[config.mk]
export PLATFORM = sky130hd
export DESIGN_NAME = uart_rx_queue
export DESIGN_NICKNAME = d
export VERILOG_FILES = /design/src/rtl/uart_rxq_pkg.sv /design/src/rtl/rxq_capture.sv /design/src/rtl/rxq_fifo.sv /design/src/rtl/uart_rx_queue.sv
export SDC_FILE = /design/constraint.sdc
export NUM_CORES = 1
export LEC_CHECK = 0
export BUFFER_PORTS_ARGS = -buffer_cell sky130_fd_sc_hd__buf_4
export CAP_MARGIN = 15
export CORE_UTILIZATION = 40
export CTS_BUF_LIST = sky130_fd_sc_hd__clkbuf_2 sky130_fd_sc_hd__clkbuf_4 sky130_fd_sc_hd__clkbuf_8
export DETAILED_ROUTE_END_ITERATION = 16
export HOLD_SLACK_MARGIN = 0.1
export PLACE_DENSITY = 0.69
export SETUP_SLACK_MARGIN = 0.02
export SLEW_MARGIN = 30
export SYNTH_ARGS = -nofsm -noshare
export SYNTH_HDL_FRONTEND = slang
export SYNTH_SLANG_ARGS = --single-unit
[constraint.sdc]
create_clock -name clk -period 1.6 [get_ports clk]
set_clock_uncertainty 0.15 [all_clocks]
set_input_delay 0.24 -clock clk [delete_from_list [all_inputs] [get_ports clk]]
set_output_delay 0.24 -clock clk [all_outputs]
set_load 0.01 [all_outputs]
[src/rtl/uart_rxq_pkg.sv]
package uart_rxq_pkg;

  typedef enum logic [2:0] {
    CS_5 = 3'd0,
    CS_6 = 3'd1,
    CS_7 = 3'd2,
    CS_8 = 3'd3,
    CS_9 = 3'd4
  } char_size_e;

  // Number of valid data bits for a width code.
  function automatic int unsigned width_of(input logic [2:0] code);
    case (code)
      CS_5:    width_of = 5;
      CS_6:    width_of = 6;
      CS_7:    width_of = 7;
      CS_9:    width_of = 9;
      default: width_of = 8;
    endcase
  endfunction

endpackage

[src/rtl/rxq_capture.sv]
module rxq_capture
  import uart_rxq_pkg::*;
#(
  parameter int DATA_W = 9,
  localparam int ENT_W = DATA_W + 3
) (
  input  logic              clk,
  input  logic              rst,
  input  logic              rx_en,
  input  logic [2:0]        char_size,
  input  logic              par_check,
  input  logic              mpc_mode,
  input  logic              start_det,
  input  logic              frm_valid,
  input  logic [DATA_W-1:0] frm_data,
  input  logic              frm_stop_ok,
  input  logic              frm_par_bad,
  input  logic              frm_addr,
  input  logic              q_full,
  input  logic              q_pop,
  output logic              push,
  output logic [ENT_W-1:0]  push_entry,
  output logic              sh_full,
  output logic              ovr_pend
);

  logic [DATA_W-1:0] sh_data;
  logic              sh_fe;
  logic              sh_pe;
  logic [DATA_W-1:0] masked;
  logic              is_addr;
  logic              accept;
  logic              room;

  always_comb begin
    for (int i = 0; i < DATA_W; i++) begin
      masked[i] = frm_data[i] && (i < int'(width_of(char_size)));
    end
  end

  assign is_addr = (char_size == CS_9) ? frm_data[DATA_W-1] : frm_addr;
  assign accept  = frm_valid && (!mpc_mode || is_addr);
  assign room    = !q_full || q_pop;
  assign push    = sh_full && room;

  always_ff @(posedge clk) begin
    if (rst || !rx_en) begin
      sh_full  <= 1'b0;
      ovr_pend <= 1'b0;
      sh_data  <= '0;
      sh_fe    <= 1'b0;
      sh_pe    <= 1'b0;
    end else begin
      if (start_det && sh_full && !room) begin
        ovr_pend <= 1'b1;
      end else if (push) begin
        ovr_pend <= 1'b0;
      end
      if (accept && (!sh_full || push)) begin
        sh_full <= 1'b1;
        sh_data <= masked;
        sh_fe   <= !frm_stop_ok;
        sh_pe   <= frm_par_bad && par_check;
      end else if (push) begin
        sh_full <= 1'b0;
      end
    end
  end

  assign push_entry = {ovr_pend, sh_pe, sh_fe, sh_data};

endmodule

[src/rtl/rxq_fifo.sv]
module rxq_fifo #(
  parameter int ENT_W = 12,
  parameter int DEPTH = 2,
  localparam int PTR_W = (DEPTH > 1) ? $clog2(DEPTH) : 1,
  localparam int CNT_W = $clog2(DEPTH + 1)
) (
  input  logic             clk,
  input  logic             rst,
  input  logic             flush,
  input  logic             push,
  input  logic [ENT_W-1:0] wr_entry,
  input  logic             pop,
  output logic [ENT_W-1:0] head,
  output logic [CNT_W-1:0] count,
  output logic             full
);

  logic [ENT_W-1:0] mem [DEPTH];
  logic [PTR_W-1:0] wr_ptr;
  logic [PTR_W-1:0] rd_ptr;
  logic             pop_ok;
  logic             push_ok;

  assign full    = (count == CNT_W'(DEPTH));
  assign pop_ok  = pop && (count != '0);
  assign push_ok = push && (!full || pop_ok);

  function automatic logic [PTR_W-1:0] next_ptr(input logic [PTR_W-1:0] p);
    next_ptr = (p == PTR_W'(DEPTH - 1)) ? '0 : p + 1'b1;
  endfunction

  // Storage without reset so it can map onto RAM.
  always_ff @(posedge clk) begin
    if (push_ok) begin
      mem[wr_ptr] <= wr_entry;
    end
  end

  always_ff @(posedge clk) begin
    if (rst || flush) begin
      wr_ptr <= '0;
      rd_ptr <= '0;
      count  <= '0;
    end else begin
      if (push_ok) wr_ptr <= next_ptr(wr_ptr);
      if (pop_ok)  rd_ptr <= next_ptr(rd_ptr);
      case ({push_ok, pop_ok})
        2'b10:   count <= count + 1'b1;
        2'b01:   count <= count - 1'b1;
        default: count <= count;
      endcase
    end
  end

  assign head = mem[rd_ptr];

endmodule

[src/rtl/uart_rx_queue.sv]
module uart_rx_queue
  import uart_rxq_pkg::*;
#(
  parameter int DATA_W = 9,
  parameter int DEPTH  = 2,
  localparam int ENT_W = DATA_W + 3,
  localparam int CNT_W = $clog2(DEPTH + 1)
) (
  input  logic              clk,
  input  logic              rst,
  input  logic              rx_en,
  input  logic [2:0]        char_size,
  input  logic              par_check,
  input  logic              mpc_mode,
  input  logic              start_det,
  input  logic              frm_valid,
  input  logic [DATA_W-1:0] frm_data,
  input  logic              frm_stop_ok,
  input  logic              frm_par_bad,
  input  logic              frm_addr,
  input  logic              rd_pop,
  output logic [DATA_W-1:0] rd_data,
  output logic              rx_ready,
  output logic              err_frame,
  output logic              err_parity,
  output logic              err_overrun
);

  logic             push;
  logic [ENT_W-1:0] push_entry;
  logic             sh_full;
  logic             ovr_pend;
  logic [ENT_W-1:0] head;
  logic [CNT_W-1:0] count;
  logic             q_full;

  rxq_capture #(.DATA_W(DATA_W)) u_cap (
    .clk        (clk),
    .rst        (rst),
    .rx_en      (rx_en),
    .char_size  (char_size),
    .par_check  (par_check),
    .mpc_mode   (mpc_mode),
    .start_det  (start_det),
    .frm_valid  (frm_valid),
    .frm_data   (frm_data),
    .frm_stop_ok(frm_stop_ok),
    .frm_par_bad(frm_par_bad),
    .frm_addr   (frm_addr),
    .q_full     (q_full),
    .q_pop      (rd_pop),
    .push       (push),
    .push_entry (push_entry),
    .sh_full    (sh_full),
    .ovr_pend   (ovr_pend)
  );

  rxq_fifo #(.ENT_W(ENT_W), .DEPTH(DEPTH)) u_fifo (
    .clk     (clk),
    .rst     (rst),
    .flush   (!rx_en),
    .push    (push),
    .wr_entry(push_entry),
    .pop     (rd_pop),
    .head    (head),
    .count   (count),
    .full    (q_full)
  );

  assign rx_ready    = (count != '0);
  assign rd_data     = rx_ready ? head[DATA_W-1:0] : '0;
  assign err_frame   = rx_ready && head[DATA_W];
  assign err_parity  = rx_ready && head[DATA_W+1];
  assign err_overrun = rx_ready && head[DATA_W+2];

endmodule

# == Word level (Yosys, flattened, before mapping) ==
# Memory sizes are Yosys's and may differ from the RTL's. A register that Yosys moved wholly into a read port is not among the register bits.
# Cells that the tools add are included.
# word_totals
register_bits,17
ramBits,24
out_inout_bits,13
wordCells,77
mem_count,1
# classes
add_sub_neg,4
n_lt_le_gt_ge,9
n_eq_ne,6
mux,13
reduce_logical,36
# mem_list
name,depth,word_bits,read_ports,rd_ports_with_merged_regs,write_ports,line,text
u_fifo.mem,2,12,1,1,1,rxq_fifo.sv:18,logic [ENT_W-1:0] mem [DEPTH];
# op_table
op,count
$logic_and 1x1->1,20
$lt 3x4->1 const A,4
$pmux 4 s4,1
$mux 1,10
$mux 9,1
$lt 1x4->1 const A,2
$lt 2x4->1 const A,2
$reduce_bool 2->1,4
$logic_not 1->1,6
$logic_or 1x1->1,5
$eq 2x2->1 const B,2
$lt 4x4->1 const A,1
$pmux 2 s2,1
$eq 3x1->1 const B,1
$eq 3x2->1 const B,1
$eq 3x3->1 const B,1
$logic_not 3->1,1
$add 1x1->1 const B,2
$add 2x1->2 const B,1
$eq 2x1->1 const B,1
$sub 2x1->2 const B,1

# == Longest topological paths before layout ==
# Gate-level depths: netlist of the first run.
# depth
word_depth,7
mapped_depth,6

# == Modules after synthesis ==
# A second synthesis of the first run with hierarchy kept.
# hier_totals
cells_unflattened,148
hier_area_um2,1819.2
# modules_own_cells
mod,n_inst,cells_each,area_per_inst_um2,seq_area_each_um2
rxq_fifo,1,63,1092.3,820.8
rxq_capture,1,69,604.3,260.2
uart_rx_queue,1,16,122.6,0.0

# == Worst setup path before layout of the first run ==
# Ideal clock, no wire load.
# synth_path
path_kind,flip-flop to flip-flop
start,register u_fifo.count[1]
end,register u_fifo.count[1]
arrival_ns,1.505
required_ns,1.380
path_slack_ns,-0.125
path_stages_with_launch,6
period_less_slack_ns,1.725
path_cell_list,dfxtp_1 -> inv_1 -> o31ai_4 -> ha_1 -> or3_1 -> a21oi_1
# synth_between
elab_chain_len,7
# synth_lines
element,line,text
from (decl),rxq_fifo.sv:14,"output logic [CNT_W-1:0] count,"
from (signal assigned),rxq_fifo.sv:48,2'b10: count <= count + 1'b1;
from (signal assigned),rxq_fifo.sv:49,2'b01: count <= count - 1'b1;
from (signal assigned),rxq_fifo.sv:50,default: count <= count;
$eq 2x2->1,rxq_fifo.sv:24,assign full = (count == CNT_W'(DEPTH));
$logic_not 1->1,"rxq_capture.sv:43, rxq_fifo.sv:26",
$logic_or 1x1->1,rxq_capture.sv:43,assign room = !q_full || q_pop;
$logic_and 1x1->1,rxq_capture.sv:44,assign push = sh_full && room;
$logic_and 1x1->1,rxq_fifo.sv:26,assign push_ok = push && (!full || pop_ok);
$eq 2x1->1 or $eq 2x2->1 (tied branches),rxq_fifo.sv:47,"case ({push_ok, pop_ok})"
$pmux 2 s2 or $reduce_bool 2->1 (tied branches),--,
# Several ways; a longest one is shown, not always the timed one.
# A chain may end at the register's enable or synchronous reset.

==> results of run 1 <==
metal layers:
metal / track usage (%) / wire length, um / vias up
li1: - / - / 628
met5: 0 / 0 / -
met4: 9.57 / 104 / 0
met2: 29.1 / 1830 / 35
met3: 5.24 / 150 / 11
met1: 20.1 / 1390 / 600
logic make-up after synthesis:
family                     after synthesis  share of synthesized area [%]
AOI/OAI and AO/OA                       28                           11.4
and+or+nand+nor                         40                           12.4
xor gates and xnor gates                 4                           2.04
muxes                                   14                           8.15
adders and majority gates                1                          0.728
buffers and inverters                    9                           2.47
DFF                                     42                           62.9
placed cells by master (no fill, tap or decap), types with 2 or more instances in the layout:
cell and count:
buf_6 3, dfxtp_1 15, inv_1 3, dfxtp_2 2
nor2_1 16, a21oi_1 9, xnor2_1 3, nand2_1 3
buf_8 2, buf_4 45, mux2i_1 13, edfxtp_1 24
dlygate4sd3_1 9, nor2_4 4, a21oi_2 2, clkbuf_8 5
nand3_1 6, o21ai_0 8
layout make-up:
type                            count  area (sq um)  share of cell area [%]
Clock inverter                      2          13.8                   0.568
Tap cell                           50          62.6                    2.58
Sequential cell                    42          1090                    44.9
Multi-Input combinational cell     87           649                    26.8
Inverter                            4          15.0                   0.620
Timing Repair Buffer               60           519                    21.4
Clock buffer                        6          76.3                    3.15
worst max-delay path by stage:
| stage | to | slack (ns) | depth (start not counted) |
|---|---|---|---|
| 2_1_floorplan | u_fifo.count[1]$_SDFFE_PP0P_ | -0.001 | 5 |
| 3_3_place_gp | u_fifo.mem[1][4]$_DFFE_PP_ | -0.13 | 2 |
| 3_5_place_dp | u_fifo.mem[0][3]$_DFFE_PP_ | -0.17 | 2 |
| 4_1_cts | u_fifo.count[1]$_SDFFE_PP0P_ | -0.08 | 5 |
| 5_1_grt | rd_data[8] | -0.12 | 5 |
| 6_report | rd_data[5] | -0.05 | 4 |
critical path, stage by stage (launching register included):
cell     delay (ns)
dfxtp_4        0.38
buf_8          0.14
mux2i_2        0.25
nor2_1         0.06
buf_4          0.14
cells in the mapped netlist (2+ instances only):
cell	count	area, sq um
mux2i_1	14	140
nand3_1	6	30.0
clkbuf_1	3	11.3
inv_1	4	15.0
dfxtp_1	18	360
nor2b_1	2	12.5
a21oi_1	10	50.1
o21ai_0	8	40.0
edfxtp_1	24	721
nand2_1	4	15.0
nor2_1	19	71.3
xnor2_1	3	26.3
flip-flops by register name, indices dropped and copies added, names as in the netlist, named ones only:
register,cells
u_cap.ovr_pend,1
u_cap.sh_full,1
u_fifo.rd_ptr,1
u_fifo.mem,24
u_fifo.count,2
u_fifo.wr_ptr,1
u_cap.sh_fe,1
u_cap.sh_data,9
u_cap.sh_pe,1
per-stage QoR:
stage	util (%)	power, mW	area [sq um]	hold WS (ns)	cells
floorplan	-	1.26	1720	0.181	138
global placement	51.9	1.33	2100	0.275	229
detailed placement	51.9	1.34	2100	0.277	229
CTS	58.9	2.03	2390	0.109	250
global route	59.7	2.09	2420	0.117	251
finish	59.7	2.01	2420	0.0825	251
what timing repair did:
item                                    CTS  global route
pin swaps                                 1             1
hold endpoints to repair                  9             0
cloned                                    1             0
resized for setup                        14             8
endpoints found under the setup margin   39            25
setup buffers                             2             2
hold buffers                             10             0
power by group through the flow:
stage | registers [mW] | logic (mW) | clock network (mW)
after floorplan | 1.18 | 0.0745 | 0
after global placement | 1.18 | 0.149 | 0
after detailed placement | 1.18 | 0.155 | 0
after CTS | 1.16 | 0.184 | 0.686
after global routing | 1.16 | 0.205 | 0.727
final | 1.16 | 0.188 | 0.668
==> reports/qor.csv, run 1 <==
stage,metric,value,unit
sta,drv_slew,0,
power,seqPwrFrac,57.5,%
status,violations,setup timing,
final_layout,num_antenna_cells,0,
drt,finalWirelength,3.48,mm
sta,fmax,0.606,GHz
yosys,synthesis.area,1720,sq um
sta,period_needed,1.65,ns
sta,grt_setup_unrepaired,true,
placement,gp_congestion,0.721,
setup_path,regToRegEndpoint,u_fifo.count[1]$_SDFFE_PP0P_,
setup_path,startpoint_type,register,
floorplan,die-area,4560,sq um
drt,wl_per_cell,13.9,um
floorplan,io_pins,36,
clocking,clockRootBuffer,clkbuf_8,
drt,dr.pass1.iters,4,
power,switching_power,0.438,mW
drt,ant_nets,0,
yosys,syn-mean-instance-area,12.5,sq um
sta,finalHoldViolations,0,
clocking,clk_latency,0.29,ns
yosys,ys_seq_area_share,62.9,%
clocking,cts_buffer_depth,2,
yosys,syn-num-nets,162,
grt,grt_max_degree,14,
setup_path,cp_max_fo,6,
placement,dp_slack,-0.168,ns
worst_hold_path,holdPathStages,3,
yosys,synth_ff_type,edfxtp_1,
worst_hold_path,hold_start,frm_par_bad,
floorplan,rows,23,
yosys,synth_edf_count,24,
final_layout,drive_above_1_share,39.8,%
placement,hpwl,2.42,mm
floorplan,coreArea,4060,sq um
drt,drt-initial-drc-count,27,
yosys,ys_types,35,
yosys,synth-seq-cells,42,
worst_hold_path,whs_endpoint,u_cap.sh_pe$_SDFFE_PP0P_,
clocking,htreeDepth,2,
clocking,path_clk_slew,0.07,ns
clocking,cts_num_sinks,42,
status,status,"finished, violations left",
setup_path,critPathArrivalTime,1.26,ns
drt,vias_per_cell,5.08,
clocking,cts_made_buffers,5,
sta,worst_slack,-0.0506,ns
final_layout,fillers,326,
final_layout,num-nets-final,224,
power,p_leak,0.879,nW
setup_path,r2r_slack,-0.04,ns
drt,drc,0,
power,p_int,1.58,mW
sta,tightest_slew,0.354,ns
grt,grt_usage,17.5,%
power,combinationalPowerShare,9.4,%
sta,setup_viol,14,
setup_path,r2r_cells,7,
setup_path,cp-end-kind,primary output,
setup_path,worstSetupPathType,reg -> out,
grt,grt_first_pass_wirelength,5.77,mm
power,power_density,831,nW/um^2
final_layout,area_delta_synth_final,41.0,%
setup_path,crit_required,1.21,ns
yosys,syn-instance-count,138,
sta,setup_tns,-0.534,ns
placement,port_buffers,35,
yosys,async_reset_ff_share,0,%
power,p_clk_share,33.1,%
power,power.share.switching,21.7,%
power,max-vdd-ir-drop,0.474,mV
sta,post-route-period-util,103,%
drt,vias,1274,
yosys,ys_warn_count,0,
clocking,tritoncts,built,
floorplan,die_y,67.6,um
floorplan,die_w,67.6,um
grt,first_global_vias,1298,
floorplan,start_util,42.4,%
grt,overflow,0,
setup_path,rr_startpoint,u_fifo.count[1]$_SDFFE_PP0P_,
worst_hold_path,hold_path_class,in -> reg,
grt,antenna_found_initial,0,
sta,relSlewSlack,76.4,%
run,cap_violations,0,
No activity file was read; power rests on OpenSTA's default activity.
==> run 2, diff against run 1 <==
SKIP_LAST_GASP = 1   (was not set)
==> reports/qor.csv, run 2 (synthesis results as in run 1) <==
stage,metric,value,unit
clocking,tritoncts,built,
setup_path,cpMostUsedCell,buf_4,
grt,first_global_vias,1293,
sta,setup_viol,14,
final_layout,final_common_cell,buf_4,
setup_path,cp_max_fo,13,
run,cap_violations,0,
drt,ant_nets,0,
setup_path,critPathArrivalTime,1.28,ns
sta,post-route-period-util,104,%
sta,tightest_slew,0.562,ns
setup_path,critPathBufInv,3,
setup_path,max_stage_delay,0.34,ns
power,max-vdd-ir-drop,0.476,mV
setup_path,crit_required,1.21,ns
drt,dr.pass1.iters,4,
final_layout,fin_util,59.5,%
sta,drv_slew,0,
drt,drc,0,
setup_path,worstPathCellList,buf_4 -> nor2_4 -> buf_8 -> nor2_1 -> buf_4,
placement,gp_congestion,0.721,
power,power_density,834,nW/um^2
final_layout,area_delta_synth_final,40.5,%
sta,relSlewSlack,62.5,%
floorplan,start_util,42.4,%
sta,grt_setup_unrepaired,true,
setup_path,crit_family,buffers and inverters,
final_layout,num_antenna_cells,0,
setup_path,cp-end-kind,primary output,
clocking,cts_buffer_depth,2,
floorplan,io_pins,36,
final_layout,fillers,327,
drt,finalWirelength,3.48,mm
setup_path,critPathSlowestCell,dfxtp_2,
floorplan,coreArea,4060,sq um
final_layout,largest_register_ffs,24,
sta,period_needed,1.67,ns
status,status,"finished, violations left",
final_layout,drive_above_1_share,39.6,%
clocking,cts_made_buffers,5,
setup_path,worstSetupPathType,reg -> out,
floorplan,die_y,67.6,um
clocking,htreeDepth,2,
clocking,clockRootBuffer,clkbuf_8,
drt,wl_per_cell,13.8,um
setup_path,startpoint_type,register,
placement,port_buffers,35,
worst_hold_path,hold_path_class,in -> reg,
final_layout,largest_register,u_fifo.mem,
drt,vias,1265,
placement,hpwl,2.42,mm
grt,overflow,0,
clocking,path_clk_slew,0.07,ns
final_layout,layout_common_cells,"48 x buf_4, 24 x edfxtp_1, 16 x nor2_1",
floorplan,die_w,67.6,um
power,p_leak,0.882,nW
grt,grt_first_pass_wirelength,5.75,mm
floorplan,die-area,4560,sq um
grt,grt_usage,17.5,%
drt,drt-initial-drc-count,31,
final_layout,num-nets-final,225,
clocking,clk_latency,0.29,ns
placement,place_inst,229,
final_layout,reg_top3,"u_fifo.mem x24, u_cap.sh_data x9, u_fifo.count x2",
grt,antenna_found_initial,0,
floorplan,rows,23,
status,violations,setup timing,
sta,finalHoldViolations,0,
sta,worst_slack,-0.0652,ns
clocking,cts_num_sinks,42,
drt,vias_per_cell,5.02,
final_layout,fin_cells,252,
sta,fmax,0.601,GHz
grt,grt_max_degree,14,
run 2: cell count changes in the layout (fill, tap and decap cells not counted), sizes merged:
cell	previous run	this run
buf	51	52
run 2: final cells by class:
type                    instances  area, sq um  area share (%)
flip-flops and latches         42         1090            45.0
multi-input cells              87          641            26.5
repair buffers                 61          519            21.5
clock buffers                   6         76.3            3.16
well taps                      50         62.6            2.59
inverters                       4         15.0           0.622
clock inverters                 2         13.8           0.570
run 2: path summary, 6_finish.rpt:
check | cells past startpoint | to | from | slack [ns]
worst max-delay path | 5 | rd_data[8] | u_fifo.count[0]$_SDFFE_PP0P_ | -0.07
worst min-delay path | 3 | u_cap.sh_pe$_SDFFE_PP0P_ | frm_par_bad | 0.08
worst max register to register | 7 | u_fifo.count[1]$_SDFFE_PP0P_ | u_fifo.count[0]$_SDFFE_PP0P_ | -0.02
worst min register to register | 0 | u_fifo.mem[1][6]$_DFFE_PP_ | u_cap.sh_data[6]$_SDFFE_PP0P_ | 0.31
run 2: per-stage QoR:
| step | setup WS, ns | power, mW | TNS, ns | instance area [sq um] | hold slack [ns] |
|---|---|---|---|---|---|
| floorplan | -0.00106 | 1.26 | -0.00106 | 1720 | 0.181 |
| CTS | -0.0837 | 2.03 | -1.35 | 2390 | 0.109 |
| global placement | -0.131 | 1.33 | -3.18 | 2100 | 0.275 |
| global route | -0.149 | 2.09 | -2.12 | 2410 | 0.117 |
| finish | -0.0652 | 2.01 | -0.748 | 2410 | 0.0815 |
| detailed placement | -0.168 | 1.34 | -3.50 | 2100 | 0.277 |
run 2: worst min-delay path: stages:
cell	delay [ns]
buf_4	0.11
nand3_1	0.07
mux2i_1	0.06
run 2: metal layers:
layer  up-vias  GRT usage, %  share of wire, %
met1       590          20.2                41
met5         -             0                 0
li1        633             -                 -
met4         0          9.57               3.0
met2        31          28.8                52
met3        11          5.24               4.0
run 2: report_power, final:
part | internal [mW] | switching (mW) | total [mW] | leakage (nW)
clock network | 0.324 | 0.344 | 0.668 | 0.0486
logic | 0.104 | 0.0831 | 0.187 | 0.461
registers | 1.15 | 0.0103 | 1.16 | 0.372
total | 1.58 | 0.437 | 2.01 | 0.882
run 2: what timing repair did:
| action | CTS | global route |
|---|---|---|
| buffers inserted | 2 | 3 |
| resized for setup | 13 | 5 |
| pin swaps | 1 | 1 |
| setup endpoints to repair | 39 | 37 |
| gates cloned | 1 | 0 |
| hold buffers | 10 | 0 |
| endpoints found under the hold margin | 9 | 0 |
